$ cat src/rtl/ata_pio_pkg.sv
package ata_pio_pkg;
   typedef enum logic [2:0] {
      PH_IDLE   = 3'd0,
      PH_SETUP  = 3'd1,
      PH_STROBE = 3'd2,
      PH_HOLD   = 3'd3,
      PH_RECOV  = 3'd4
   } phase_e;

   localparam int FIELD_COUNT = 4;
endpackage

$ cat src/rtl/ata_pio_tim_sel.sv
module ata_pio_tim_sel #(
   parameter int TIM_W   = 32,
   parameter int NUM_DEV = 2,
   localparam int DEV_W  = (NUM_DEV > 1) ? $clog2(NUM_DEV) : 1
) (
   input  logic [NUM_DEV-1:0][TIM_W-1:0] cmd_set,
   input  logic [NUM_DEV-1:0][TIM_W-1:0] dat_set,
   input  logic [DEV_W-1:0]              dev,
   input  logic                          use_data,
   output logic [TIM_W-1:0]              tim
);
   always_comb begin
      tim = use_data ? dat_set[dev] : cmd_set[dev];
   end
endmodule

$ cat src/rtl/ata_pio_phase_fsm.sv
module ata_pio_phase_fsm
   import ata_pio_pkg::*;
#(
   parameter int CNT_W = 8,
   localparam int TIM_W = FIELD_COUNT * CNT_W
) (
   input  logic             clk,
   input  logic             rst_n,
   input  logic             start,
   input  logic             abort,
   input  logic             wait_rdy,
   input  logic [TIM_W-1:0] tim,
   output phase_e           phase,
   output logic             strobe_end,
   output logic             done
);
   logic [TIM_W-1:0] snap;
   logic [CNT_W-1:0] cnt;
   logic             cnt_zero;

   assign cnt_zero   = (cnt == '0);
   assign strobe_end = (phase == PH_STROBE) && cnt_zero && !wait_rdy && !abort;

   always_ff @(posedge clk or negedge rst_n) begin
      if (!rst_n) begin
         phase <= PH_IDLE;
         cnt   <= '0;
         snap  <= '0;
         done  <= 1'b0;
      end else begin
         done <= 1'b0;
         unique case (phase)
            PH_IDLE: begin
               if (start) begin
                  snap  <= tim;
                  cnt   <= tim[0*CNT_W +: CNT_W];
                  phase <= PH_SETUP;
               end
            end
            PH_SETUP: begin
               if (cnt_zero) begin
                  cnt   <= snap[1*CNT_W +: CNT_W];
                  phase <= PH_STROBE;
               end else begin
                  cnt <= cnt - 1'b1;
               end
            end
            PH_STROBE: begin
               if (cnt_zero) begin
                  if (!wait_rdy) begin
                     cnt   <= snap[2*CNT_W +: CNT_W];
                     phase <= PH_HOLD;
                  end
               end else begin
                  cnt <= cnt - 1'b1;
               end
            end
            PH_HOLD: begin
               if (cnt_zero) begin
                  cnt   <= snap[3*CNT_W +: CNT_W];
                  phase <= PH_RECOV;
               end else begin
                  cnt <= cnt - 1'b1;
               end
            end
            PH_RECOV: begin
               if (cnt_zero) begin
                  phase <= PH_IDLE;
                  done  <= 1'b1;
               end else begin
                  cnt <= cnt - 1'b1;
               end
            end
            default: phase <= PH_IDLE;
         endcase
         if (abort && phase != PH_IDLE) begin
            phase <= PH_IDLE;
            cnt   <= '0;
            done  <= 1'b0;
         end
      end
   end
endmodule

$ cat src/rtl/ata_pio_timer.sv
module ata_pio_timer
   import ata_pio_pkg::*;
#(
   parameter int DATA_W       = 16,
   parameter int ADDR_W       = 3,
   parameter int CS_W         = 2,
   parameter int CNT_W        = 8,
   parameter int CTRL_W       = 32,
   parameter int RDY_EN_BIT   = 3,
   parameter int DEV_STRIDE   = 16,
   parameter int ABORT_IE_BIT = 28,
   parameter int ABORT_BIT    = 29,
   parameter int SRST_BIT     = 30,
   parameter int HRST_BIT     = 31,
   localparam int TIM_W       = FIELD_COUNT * CNT_W
) (
   input  logic              clk,
   input  logic              rst_n,
   input  logic [CTRL_W-1:0] ctrl_word,
   input  logic [TIM_W-1:0]  tim_cmd0,
   input  logic [TIM_W-1:0]  tim_dat0,
   input  logic [TIM_W-1:0]  tim_cmd1,
   input  logic [TIM_W-1:0]  tim_dat1,
   input  logic              req_valid,
   output logic              req_ready,
   input  logic              req_write,
   input  logic              req_data,
   input  logic              req_dev,
   input  logic [ADDR_W-1:0] req_addr,
   input  logic [CS_W-1:0]   req_cs,
   input  logic [DATA_W-1:0] req_wdata,
   output logic [ADDR_W-1:0] ata_addr,
   output logic [CS_W-1:0]   ata_cs_n,
   output logic              ata_dior_n,
   output logic              ata_diow_n,
   output logic [DATA_W-1:0] ata_dout,
   output logic              ata_doe,
   input  logic [DATA_W-1:0] ata_din,
   input  logic              ata_iordy,
   output logic              dev_hard_rst,
   output logic              dev_soft_rst,
   output logic [DATA_W-1:0] rd_data,
   output logic              done,
   output logic              term_irq
);
   localparam int NUM_DEV = 2;

   generate
      if (CNT_W < 1 || CNT_W > 16) begin : g_bad_cnt
         $error("CNT_W must lie in 1..16");
      end
      if (HRST_BIT >= CTRL_W || SRST_BIT >= CTRL_W || ABORT_BIT >= CTRL_W ||
          ABORT_IE_BIT >= CTRL_W) begin : g_bad_ctrl
         $error("control bit position outside the control word");
      end
      if (RDY_EN_BIT + DEV_STRIDE * (NUM_DEV - 1) >= CTRL_W) begin : g_bad_rdy
         $error("ready-wait enable bit outside the control word");
      end
   endgenerate

   phase_e                          phase;
   logic                            strobe_end;
   logic                            fsm_done;
   logic                            abort;
   logic                            active;
   logic                            start;
   logic                            wait_rdy;
   logic                            cur_rdy_en;
   logic [NUM_DEV-1:0]              rdy_en;
   logic [NUM_DEV-1:0][TIM_W-1:0]   cmd_set;
   logic [NUM_DEV-1:0][TIM_W-1:0]   dat_set;
   logic [TIM_W-1:0]                tim_pick;

   logic              lat_write;
   logic              lat_dev;
   logic [ADDR_W-1:0] lat_addr;
   logic [CS_W-1:0]   lat_cs;
   logic [DATA_W-1:0] lat_wdata;

   // Per-device ready-wait enables sit at a fixed stride in the control word
   for (genvar d = 0; d < NUM_DEV; d++) begin : g_rdy
      assign rdy_en[d] = ctrl_word[RDY_EN_BIT + d * DEV_STRIDE];
   end

   assign cmd_set = {tim_cmd1, tim_cmd0};
   assign dat_set = {tim_dat1, tim_dat0};

   assign abort      = ctrl_word[ABORT_BIT];
   assign active     = (phase != PH_IDLE);
   assign req_ready  = !active && !abort;
   assign start      = req_valid && req_ready;
   assign cur_rdy_en = rdy_en[lat_dev];
   assign wait_rdy   = cur_rdy_en && !ata_iordy;

   ata_pio_tim_sel #(.TIM_W(TIM_W), .NUM_DEV(NUM_DEV)) u_sel (
      .cmd_set  (cmd_set),
      .dat_set  (dat_set),
      .dev      (req_dev),
      .use_data (req_data),
      .tim      (tim_pick)
   );

   ata_pio_phase_fsm #(.CNT_W(CNT_W)) u_fsm (
      .clk        (clk),
      .rst_n      (rst_n),
      .start      (start),
      .abort      (abort),
      .wait_rdy   (wait_rdy),
      .tim        (tim_pick),
      .phase      (phase),
      .strobe_end (strobe_end),
      .done       (fsm_done)
   );

   always_ff @(posedge clk or negedge rst_n) begin
      if (!rst_n) begin
         lat_write <= 1'b0;
         lat_dev   <= 1'b0;
         lat_addr  <= '0;
         lat_cs    <= '0;
         lat_wdata <= '0;
      end else if (start) begin
         lat_write <= req_write;
         lat_dev   <= req_dev;
         lat_addr  <= req_addr;
         lat_cs    <= req_cs;
         lat_wdata <= req_wdata;
      end
   end

   always_ff @(posedge clk or negedge rst_n) begin
      if (!rst_n) begin
         rd_data  <= '0;
         term_irq <= 1'b0;
      end else begin
         if (strobe_end && !lat_write) begin
            rd_data <= ata_din;
         end
         term_irq <= abort && active && ctrl_word[ABORT_IE_BIT];
      end
   end

   always_comb begin
      ata_addr   = active ? lat_addr : '0;
      ata_cs_n   = active ? ~lat_cs : '1;
      ata_dior_n = !(phase == PH_STROBE && !lat_write);
      ata_diow_n = !(phase == PH_STROBE && lat_write);
      ata_doe    = active && lat_write && (phase != PH_RECOV);
      ata_dout   = lat_wdata;
   end

   assign done         = fsm_done;
   assign dev_hard_rst = ctrl_word[HRST_BIT];
   assign dev_soft_rst = ctrl_word[SRST_BIT];
endmodule

$ cat config.mk
export PLATFORM = sky130hd
export DESIGN_NAME = ata_pio_timer
export DESIGN_NICKNAME = d
export VERILOG_FILES = /design/src/rtl/ata_pio_pkg.sv /design/src/rtl/ata_pio_tim_sel.sv /design/src/rtl/ata_pio_phase_fsm.sv /design/src/rtl/ata_pio_timer.sv
export SDC_FILE = /design/constraint.sdc
export NUM_CORES = 1
export LEC_CHECK = 0
export CAP_MARGIN = 20
export CELL_PAD_IN_SITES_DETAIL_PLACEMENT = 1
export CELL_PAD_IN_SITES_GLOBAL_PLACEMENT = 2
export CORE_UTILIZATION = 25
export CTS_BUF_LIST = sky130_fd_sc_hd__clkbuf_4 sky130_fd_sc_hd__clkbuf_8 sky130_fd_sc_hd__clkbuf_16
export CTS_CLUSTER_DIAMETER = 60
export DETAILED_ROUTE_END_ITERATION = 6
export GPL_TIMING_DRIVEN = 0
export PLACE_DENSITY = 0.91
export SKIP_LAST_GASP = 1
export SYNTH_ARGS = -nofsm -noshare
export SYNTH_HDL_FRONTEND = slang
export SYNTH_SLANG_ARGS = --single-unit
$ cat constraint.sdc
create_clock -name clk -period 3.3 [get_ports clk]
set_input_delay 0.33 -clock clk [delete_from_list [all_inputs] [get_ports clk]]
set_output_delay 0.33 -clock clk [all_outputs]
set_load 0.1 [all_outputs]
==> run_results.csv <==
group,metric,value,unit
critical_path,end_kind,"primary output",
critical_path,crit_type,"reg -> out",
placed_design,place.gp.congestion,0.8392,
yosys,synth_xor_area_share,0.6062,%
run_status,status,"finished clean",
drt,drtIter0Drc,74,
die,chipWidth,133.7,µm
pwr,power_leakage,2.833,nW
critical_path,cp.required,2.97,ns
cts,clock-sinks,76,
timing,rsz0062_at_grt,"no",
timing,skew,0.007825,ns
pwr,seq_power_share,32.5,%
die,row_count,47,
timing,fin_tns_setup,0,ns
yosys,synth-seq-cells,76,
timing,setup_ws,0.2810,ns
drt,routed_wl,14.96,mm
timing,hold_violations,0,
timing,relSlewSlack,32.51,%
layout,regArea,1902,µm²
layout,multi_input_area,2288,µm²
critical_path,arrival,2.69,ns
cts,clkLatencyLatePin,0.34,ns
grt,grt_usage,17.60,%
layout,nets,762,
cts,post-cts-setup-buffers,0,
grt,grt_pass1_wl,23.92,mm
yosys,ys_seq_area_share,43.88,%
pwr,ir_drop,0.2985,mV
timing,timing.fmax,0.3312,GHz
drt,first_pass_iters,5,
yosys,synth_edf_count,0,
drt,vias,3781,
die,start_util,25.86,%
pwr,powerDensity,556.8,nW/µm²
placed_design,post-place-ws,0.3320,ns
placed_design,dp_hpwl,12.24,mm
critical_path,crit_fanout,10,
pwr,power_frac_comb,42.9,%
critical_path,rr_worst_depth,7,
die,die_area,17870,µm²
yosys,synth.area.top_cells,"dfrtp_1, mux2_2, mux4_2",
layout,fillers,1778,
cts,cts-htree-levels,3,
timing,slew_viol_final,0,
yosys,syn_inst,325,
yosys,synthAdderAreaFrac,0.2887,%
layout,drive_gt1_share,25.80,%
yosys,synth_top_cells_by_count,"dfrtp_1, mux2_2, mux4_2",
grt,antenna_found_initial,0,
yosys,yosys.area_share.simple,7.130,%
critical_path,startpoint_type,"flip-flop",
grt,grt_overflow,0,
cts,clockRootBuffer,"clkbuf_16",
yosys,synthMuxAreaShare,35.74,%
drt,route.detailed.drc,0,
layout,antennaDiodeCount,0,
timing,finalSetupViolCount,0,
yosys,synth_top_area_share,43.88,%
yosys,synth_cell_types,53,
pwr,p_int,2.415,mW
job,maxCapViolCount,0,
yosys,syn_avg_cell_area,13.34,µm²
timing,worst-slew-pin-transition,1.009,ns
drt,ant_nets,0,
yosys,synth-compound-area-share,8.920,%
yosys,yosysMostFrequentCell,"dfrtp_1",
pwr,pwr-share-clk,24.6,%
yosys,mappedNetlistNets,530,
grt,grt_start_max_net_pins,49,
die,core,16760,µm²
placed_design,portBuffers,219,
yosys,synthesis.area,4334,µm²
cts,clk_pin_slew_worst_paths,0.06,ns
cts,numCtsBuffers,9,
yosys,synth_top_family_by_area,"multiplexers",
min_path,hp-class,"in -> async",
drt,wl_per_cell,19.13,µm
cts,cts_tree,"built",
timing,timing.final.crit_period,3.019,ns
yosys,yosysTopAreaCell,"dfrtp_1",
timing,fin_crit_sh,91.48,%
pwr,switching_share,39.23,%
pwr,power.switching,1.559,mW
die,fp.dieH,133.7,µm
cts,clk_path_buf_depth,2,
grt,grt_pass1_vias,4347,
drt,drt-vias-per-instance,4.835,
die,ios,249,
yosys,synthArstFlopShare,100.0,%
yosys,synth_flop_cell,"dfrtp_1",
layout,synthToLayoutAreaGrowth,64.69,%
yosys,ys_warn_count,0,
==> critical path, cell delays in order, from the launching register on <==
cell             delay [ns]
dfrtp_1                0.36
buf_2                  0.20
nor2_4                 0.21
nand2_1                0.22
nor2_1                 0.19
clkdlybuf4s50_1        1.18
==> area by class of cell <==
type                            instances  area share, %
Inverter                                5         0.2629
Sequential cell                        76          26.64
Buffer                                 23          1.823
Tap cell                              220          3.856
Multi-Input combinational cell        221          32.06
Timing Repair Buffer                  221          31.20
Clock inverter                          4         0.4207
Clock buffer                           12          3.734
==> metrics by stage <==
step / power [mW] / hold WS, ns / area [µm²] / utilization, % / std cells
final: 3.974 / 0.4598 / 7138 / 42.59 / 782
after global placement: 2.971 / 0.4797 / 6802 / 40.58 / 764
after CTS: 4.031 / 0.4708 / 7131 / 42.55 / 782
after floorplan: 2.426 / 0.03441 / 4334 / - / 325
after global routing: 4.180 / 0.4850 / 7138 / 42.59 / 782
after detailed placement: 3.027 / 0.2848 / 6827 / 40.73 / 765
==> state kept, by name, indices dropped and copies added (netlist names), 2 cells and up <==
register / count
u_fsm.phase: 3
lat_addr: 3
u_fsm.snap: 24
lat_cs: 2
rd_data: 16
ata_dout: 16
u_fsm.cnt: 8
==> worst paths after layout <==
check / start / end / slack (ns)
min: rst_n / u_fsm.snap[24] / 0.46
max in group asynchronous: rst_n / rd_data[5] / 2.24
min in group clk: lat_addr[0] / lat_addr[0] / 0.50
min reg2reg: lat_addr[0] / lat_addr[0] / 0.50
max: u_fsm.phase[0] / req_ready / 0.28
max reg2reg: u_fsm.cnt[0] / rd_data[12] / 0.65
==> kinds of logic after synthesis <==
| kind of cell | count (synthesis) |
|---|---|
| buffers and inverters | 28 |
| and+or+nand+nor | 57 |
| xor gates and xnor gates | 3 |
| adders and majority gates | 1 |
| muxes | 106 |
| AOI/OAI and AO/OA | 54 |
| DFF | 76 |
==> power by group through the flow <==
| stage | Clock (mW) | Sequential [mW] | Combinational (mW) |
|---|---|---|---|
| global placement | 0 | 1.29 | 1.68 |
| global route | 1.05 | 1.32 | 1.81 |
| detailed placement | 0 | 1.31 | 1.72 |
| finish | 0.976 | 1.29 | 1.71 |
| floorplan | 0 | 1.72 | 0.703 |
| CTS | 1.02 | 1.29 | 1.72 |
==> routing by layer <==
layer | wire length [µm] | global-route usage [%]
met1 | 5894 | 20.36
met2 | 8178 | 32.52
met3 | 664 | 3.463
met4 | 222 | 5.240
met5 | 0 | 0
==> repair_timing <==
item / in CTS / in global routing
resized for setup: 2 / 2
setup endpoints to repair: 2 / 2
hold endpoints to repair: 28 / 0
pin swaps: 0 / 0
hold buffers: 1 / 0
==> cell usage in the layout (no fill, tap or decap), types with 3 or more instances in the layout <==
cell type / n
nor3_1: 6
o21ai_0: 10
clkbuf_1: 5
a21oi_1: 10
mux4_2: 32
nand2_1: 16
a22o_1: 3
dfrtp_1: 76
buf_2: 11
mux2i_1: 4
clkbuf_8: 3
a22oi_1: 3
nor2b_1: 4
nor2_1: 11
buf_4: 5
clkdlybuf4s50_1: 215
mux2_2: 70
nand3_1: 3
o31ai_1: 3
a32o_1: 3
inv_1: 4
clkbuf_16: 9
o211ai_1: 3
Note: power is estimated with default switching activity, not from simulation.
